<file path="src/rtl/lfsr_bank_pkg.sv">
package lfsr_bank_pkg;

  localparam int NUM_LANES = 8;
  localparam int MAX_LEN   = 22;

  typedef int unsigned laneLen_t [NUM_LANES];
  typedef logic [MAX_LEN-1:0] laneWord_t [NUM_LANES];

  // Register lengths per lane; lane 0 sits in the low output bits.
  localparam laneLen_t LANE_LEN = '{22, 21, 20, 17, 13, 7, 5, 15};

  // Feedback masks: the low taps of each polynomial, top term implied.
  localparam laneWord_t LANE_MASK = '{
    22'h00003, 22'h00005, 22'h00009, 22'h00009,
    22'h0001B, 22'h00003, 22'h00005, 22'h00003
  };

  // Nonzero seeds loaded on reset.
  localparam laneWord_t LANE_SEED = '{
    22'h2A5F1, 22'h1B3C7, 22'h0F0D1, 22'h1ACE5,
    22'h01234, 22'h0005A, 22'h00001, 22'h04C3B
  };

  // Strobes from control to datapath.
  typedef struct packed {
    logic load;
    logic advance;
  } lfsrStrobe_t;

endpackage

</file>
<file path="src/rtl/lfsr_bank_ctrl.sv">
module lfsr_bank_ctrl
  import lfsr_bank_pkg::*;
(
  input  logic        rst,
  input  logic        en,
  output lfsrStrobe_t strobe
);

  // Reset has priority over advance.
  always_comb begin
    strobe.load    = rst;
    strobe.advance = en & ~rst;
  end

endmodule

</file>
<file path="src/rtl/lfsr_bank_lane.sv">
module lfsr_bank_lane
  import lfsr_bank_pkg::*;
#(
  parameter int unsigned LEN   = 5,
  parameter int unsigned STEPS = 4,
  parameter logic [LEN-1:0] MASK = '0,
  parameter logic [LEN-1:0] SEED = '0
) (
  input  logic             clk,
  input  logic             rst,
  input  lfsrStrobe_t      strobe,
  output logic [STEPS-1:0] packet
);

  logic [LEN-1:0] state;
  logic [LEN-1:0] jumpState;

  // STEPS single Galois steps chained in one cycle.
  always_comb begin
    jumpState = state;
    for (int k = 0; k < STEPS; k++) begin
      if (jumpState[LEN-1]) jumpState = {jumpState[LEN-2:0], 1'b0} ^ MASK;
      else                  jumpState = {jumpState[LEN-2:0], 1'b0};
    end
  end

  always_ff @(posedge clk) begin
    if (strobe.load)         state <= SEED;
    else if (strobe.advance) state <= jumpState;
  end

  assign packet = state[STEPS-1:0];


  nonzero_state_chk: assert property (@(posedge clk) disable iff (rst)
    state != '0);


  hold_state_chk: assert property (@(posedge clk) disable iff (rst)
    (!strobe.advance && !strobe.load) |=> $stable(state));


  advance_moves_chk: assert property (@(posedge clk) disable iff (rst)
    strobe.advance |=> state != $past(state));


  seed_after_reset_chk: assert property (@(posedge clk) disable iff (rst)
    $past(rst) |-> state == SEED);

endmodule

</file>
<file path="src/rtl/lfsr_bank_dp.sv">
module lfsr_bank_dp
  import lfsr_bank_pkg::*;
#(
  parameter int unsigned STEPS = 4,
  localparam int unsigned OUT_W = NUM_LANES * STEPS
) (
  input  logic             clk,
  input  logic             rst,
  input  lfsrStrobe_t      strobe,
  output logic [OUT_W-1:0] rndBits
);

  for (genvar g = 0; g < NUM_LANES; g++) begin : g_lane
    localparam int unsigned L = LANE_LEN[g];
    lfsr_bank_lane #(
      .LEN  (L),
      .STEPS(STEPS),
      .MASK (LANE_MASK[g][L-1:0]),
      .SEED (LANE_SEED[g][L-1:0])
    ) u_lane (
      .clk   (clk),
      .rst   (rst),
      .strobe(strobe),
      .packet(rndBits[STEPS*g +: STEPS])
    );
  end


  out_hold_chk: assert property (@(posedge clk) disable iff (rst)
    (!strobe.advance && !strobe.load) |=> $stable(rndBits));

endmodule

</file>
<file path="src/rtl/lfsr_bank.sv">
module lfsr_bank
  import lfsr_bank_pkg::*;
#(
  parameter int unsigned STEPS = 4
) (
  input  logic                         clk,
  input  logic                         rst,
  input  logic                         en,
  output logic [NUM_LANES*STEPS-1:0]   rndBits
);

  lfsrStrobe_t strobe;

  lfsr_bank_ctrl u_ctrl (
    .rst   (rst),
    .en    (en),
    .strobe(strobe)
  );

  lfsr_bank_dp #(.STEPS(STEPS)) u_dp (
    .clk    (clk),
    .rst    (rst),
    .strobe (strobe),
    .rndBits(rndBits)
  );

endmodule

</file>
<file path="config.mk">
export PLATFORM = sky130hd
export DESIGN_NAME = lfsr_bank
export DESIGN_NICKNAME = d
export VERILOG_FILES = /design/src/rtl/lfsr_bank_pkg.sv /design/src/rtl/lfsr_bank_ctrl.sv /design/src/rtl/lfsr_bank_lane.sv /design/src/rtl/lfsr_bank_dp.sv /design/src/rtl/lfsr_bank.sv
export SDC_FILE = /design/constraint.sdc
export NUM_CORES = 1
export LEC_CHECK = 0
export ABC_CLOCK_PERIOD_IN_PS = 1800
export BUFFER_PORTS_ARGS = -buffer_cell sky130_fd_sc_hd__buf_2
export CELL_PAD_IN_SITES_DETAIL_PLACEMENT = 1
export CELL_PAD_IN_SITES_GLOBAL_PLACEMENT = 2
export CORE_MARGIN = 3
export CORE_UTILIZATION = 35
export CTS_CLUSTER_DIAMETER = 120
export CTS_CLUSTER_SIZE = 10
export DETAILED_ROUTE_END_ITERATION = 7
export PLACE_DENSITY = 0.8
export SYNTH_ARGS = -nofsm -noshare
export SYNTH_HDL_FRONTEND = slang
export SYNTH_SLANG_ARGS = --single-unit
export TNS_END_PERCENT = 20
</file>
<file path="constraint.sdc">
create_clock -name clk -period 1.8 [get_ports clk]
set_input_delay 0.09 -clock clk [delete_from_list [all_inputs] [get_ports clk]]
set_output_delay 0.09 -clock clk [all_outputs]
set_load 0.01 [all_outputs]
</file>
After elaboration in Yosys (flattened, before gate mapping)

Cells that the tools add are included.

Add/subtract/negate cells: 0
$mul: 0
Divide/modulo/power cells: 0
Magnitude comparators: 0
Equal/unequal tests: 0
Shifts and indexed selects: 0
Muxes and demuxes: 32
Bitwise gates (word level): 34
Reductions and logical operators: 0

Operator list:

| cell          | count |
|---|---|
| $not A2 Y2    | 28 |
| $mux W4       | 8 |
| $mux W2       | 12 |
| $mux W3       | 8 |
| $mux W5       | 4 |
| $not A4 Y4    | 4 |
| $and A1 B1 Y1 | 1 |
| $not A1 Y1    | 1 |

Register bits after elaboration: 120
Bits in latches: 0
Bits in writable memories: 0
ROM bits: 0
Input port bits: 3
Output and inout port bits: 32
Word-level logic and storage cells: 74
Memories kept: 0

Logic depth before layout (Yosys ltp)

Depth in word-level cells: 8
Depth in mapped cells: 5
Gate-level depth less buffers: 3

By module

From an unflattened synthesis, not the netlist that was laid out.

Cells, all modules: 471
Area, all modules: 4964.8 µm²

By module, submodules not included:

| module                                  | times used | cells an instance | area each (µm²) |
|---|---|---|---|
| lfsr_bank_lane at u_dp.g_lane[0].u_lane | 1          | 79                | 849.6 |
| lfsr_bank_lane at u_dp.g_lane[1].u_lane | 1          | 77                | 818.3 |
| lfsr_bank_lane at u_dp.g_lane[2].u_lane | 1          | 74                | 802.0 |
| lfsr_bank_lane at u_dp.g_lane[3].u_lane | 1          | 65                | 720.7 |
| lfsr_bank_lane at u_dp.g_lane[7].u_lane | 1          | 57                | 620.6 |
| lfsr_bank_lane at u_dp.g_lane[4].u_lane | 1          | 59                | 565.5 |
| lfsr_bank_lane at u_dp.g_lane[5].u_lane | 1          | 32                | 320.3 |
| lfsr_bank_lane at u_dp.g_lane[6].u_lane | 1          | 26                | 246.5 |
| lfsr_bank_ctrl                          | 1          | 2                 | 21.3 |

Least setup slack after synthesis

No wires, ideal clock.

Path type: flip-flop to flip-flop
Start point: reg u_dp.g_lane[4].u_lane.state[12]
End point: reg u_dp.g_lane[4].u_lane.state[6]
Library setup time: 121 ps
Data arrival time: 809 ps
Slack: 870 ps
Cell stages (with the launch flop): 4
Cells stage by stage: dfxtp_1 -> xor2_1 -> xnor2_1 -> o22ai_2

Word-level cells in the longest chain between the ends: 3

Ends and longest elaborated chain:

| element                     | RTL line             | source |
|---|---|---|
| start, declared             | lfsr_bank_lane.sv:15 | `logic [LEN-1:0] state;` |
| start signal, assigned      | lfsr_bank_lane.sv:29 | `else if (strobe.advance) state <= jumpState;` |
| $mux W5 (*)                 | lfsr_bank_lane.sv:22 | `if (jumpState[LEN-1]) jumpState = {jumpState[LEN-2:0], 1'b0} ^ MASK;` |
| $not A4 Y4 (no source line) | --                   |  |
| $mux W5 (*)                 | lfsr_bank_lane.sv:22 |  |

Every way passes the cells marked *; elsewhere a longest branch is shown, timed or not.
A chain may end at the register's enable or synchronous reset.

Final worst setup path

Start point: reg u_dp.g_lane[6].u_lane.state[3]
End point: out rndBits[27]

RTL lines:

| element                | RTL line             | source |
|---|---|---|
| start, declared        | lfsr_bank_lane.sv:15 |  |
| start signal, assigned | lfsr_bank_lane.sv:29 |  |
| end, declared          | lfsr_bank.sv:9       | `output logic [NUM_LANES*STEPS-1:0] rndBits` |

No word-level cell between the ends.

==> out/metrics.cfg <==
[outcome]
status = completed

[die]
die_area_mm2 = 0.0153
die_w_um = 124
pin_count = 35
rows = 42
fp.coreArea_mm2 = 0.0134
start_util = 0.362
die_h_um = 124

[drt]
vias_per_cell = 4.62
drcViolationCount = 0
routedWlPerCell_um = 14.0
ant_nets = 0
first_iter_violations = 100
drt_pass1_iterations = 4
drt-total-wl_um = 9120
vias = 3002

[yosys]
synth_cells = 464
synth_top_area_frac = 0.495
ys_warn_count = 0
avgSynthCellArea_um2 = 10.5
synth_seq_cells = 120
ys_top_cells_by_area = dfxtp_1, mux2i_1, buf_4
syn_nets = 467
syn_area_mm2 = 0.00485
yosysSeqAreaShare = 0.495
synth_cell_types = 23
yosysTopAreaCell = dfxtp_1

[cts]
clkLatencyLatePin_ns = 0.40
cts_made_buffers = 17
cts_root_buf = clkbuf_16
cts_tree = done
clkTransAtPathRegs_ns = 0.05
cts.repair.resized = 0
post_cts_buffers = 0
holdBufCountCts = 0
cts_buffer_depth = 2
htreeDepth = 4
cts.sinks = 120

[sta]
layout_min_cycle_time_ns = 1.06
max_freq_mhz = 945
final.period_utilization = 0.588
final-max-slew-violation-count = 0
worstMarginPinSlew_ns = 0.439
fin_worst_skew_ns = 0.00415
rsz0062_at_grt = false
fin_setup_tns_ns = 0
hold_ws_ns = 0.0957
setup_violations = 0
finalHoldViolCount = 0
setup_slack_ns = 0.741
slew_headroom = 0.707

[power_and_ir_drop]
ir_drop_uv = 602
finalPower_mw = 6.67
powerDensity_mw_per_mm2 = 1230
p_leak_nw = 2.40

[final_layout]
largest_register = u_dp.g_lane.u_lane.state
largest_reg_flops = 120
area_growth_pct = 11.5
n_antenna_cell = 0
final_cell_mix = dfxtp_1, mux2i_1, nor2_1
finalNetCount = 466
layout_commonest_cell = dfxtp_1
top_regs = u_dp.g_lane.u_lane.state x120
final_cells = 650
layout-drive-gt1-share = 0.158

[setup_path]
cp_max_fo = 4
path_cells = buf_2
crit_buf_inv = 1
cp_top_family = flip-flops
end_kind = primary output
startpoint = u_dp.g_lane[6].u_lane.state[3]
rr_startpoint = u_dp.g_lane[4].u_lane.state[12]
crit_required_ns = 1.71
start_kind = flip-flop
criticalPathCategory = reg -> out
crit_slowest_cell = dfxtp_1
crit_path_max_incr_delay_ns = 0.41
worstPathArrival_ns = 0.97

[placement]
finalWeightedCongestion = 0.679
placed_cells = 620
pre_cts_slack_ns = 0.539
dpl.hpwl_um = 5750
io_buffers = 34

[hold_path]
hold_class = in -> reg
hp-start = rst

[grt]
grt_pass1_wl_um = 15200
antenna_found_initial = 0
grt_pass1_vias = 3144
grt.overflow.total = 0
grt_use_total = 0.128
grt_start_max_net_pins = 63

[flow_run]
drv_cap = 0

==> kinds of logic (layout without fill, tap and decap cells) <==
kind of cell / count (synthesis) / after routing / synth area share
multiplexers: 97 / 97 / 0.200
XOR/XNOR: 38 / 38 / 0.0701
AO/OA/AOI/OAI: 24 / 24 / 0.0420
buffers and inverters: 63 / 73 / 0.0982
AND/OR/NAND/NOR: 122 / 122 / 0.0946
flip-flops: 120 / 120 / 0.495
==> power by group <==
| group | switching [mW] | internal (mW) | leakage (nW) |
|---|---|---|---|
| clock | 1.08 | 1.92 | 0.263 |
| combinational | 0.328 | 0.308 | 1.15 |
| sequential | 0.160 | 2.87 | 0.995 |
==> layout make-up <==
type	instances	area (µm²)
flip-flops and latches	120	2400
clock buffers	27	513
clock inverters	3	15.0
fillers	1495	7990
well taps	176	220
inverters	2	7.51
multi-input cells	281	1970
repair buffers	41	279
==> through the flow <==
stage           util  area (µm²)
2_1_floorplan      -        4850
4_1_cts        0.404        5410
6_report       0.404        5410
3_5_place_dp   0.364        4880
5_1_grt        0.404        5410
3_3_place_gp   0.364        4880
==> routing by layer <==
layer | vias to the layer above | share of wire | GRT usage
li1 | 1493 | - | -
met1 | 1470 | 0.47 | 0.152
met2 | 33 | 0.49 | 0.209
met3 | 6 | 0.032 | 0.0450
met4 | 0 | 0.0086 | 0.0540
met5 | - | 0 | 0
==> cell usage after synthesis <==
cell type	number
xor2_1	16
nand2_1	58
o22ai_2	1
xnor2_1	21
inv_1	1
a211oi_1	10
buf_4	34
buf_6	12
mux2i_1	97
buf_12	1
clkbuf_1	9
a31oi_1	1
a211oi_2	6
xnor2_2	1
a21o_1	1
nor3_1	1
buf_2	5
a21oi_1	1
o22ai_1	2
inv_2	1
o21ai_0	2
dfxtp_1	120
nor2_1	63
==> final timing paths <==
check | endpoint | slack (ns) | cells after the start
worst max-delay path | rndBits[27] | 0.74 | 1
worst min register to register | u_dp.g_lane[7].u_lane.state[10] | 0.47 | 2
worst min-delay path | u_dp.g_lane[4].u_lane.state[12] | 0.1 | 3
worst max register to register | u_dp.g_lane[4].u_lane.state[6] | 0.77 | 3
==> worst min-delay path, delay by kind of cell <==
family / cells / cell delay (ns)
buffers and inverters: 2 / 0.28
AND/OR/NAND/NOR: 1 / 0.09
Note: power is estimated with default switching activity, not from simulation.
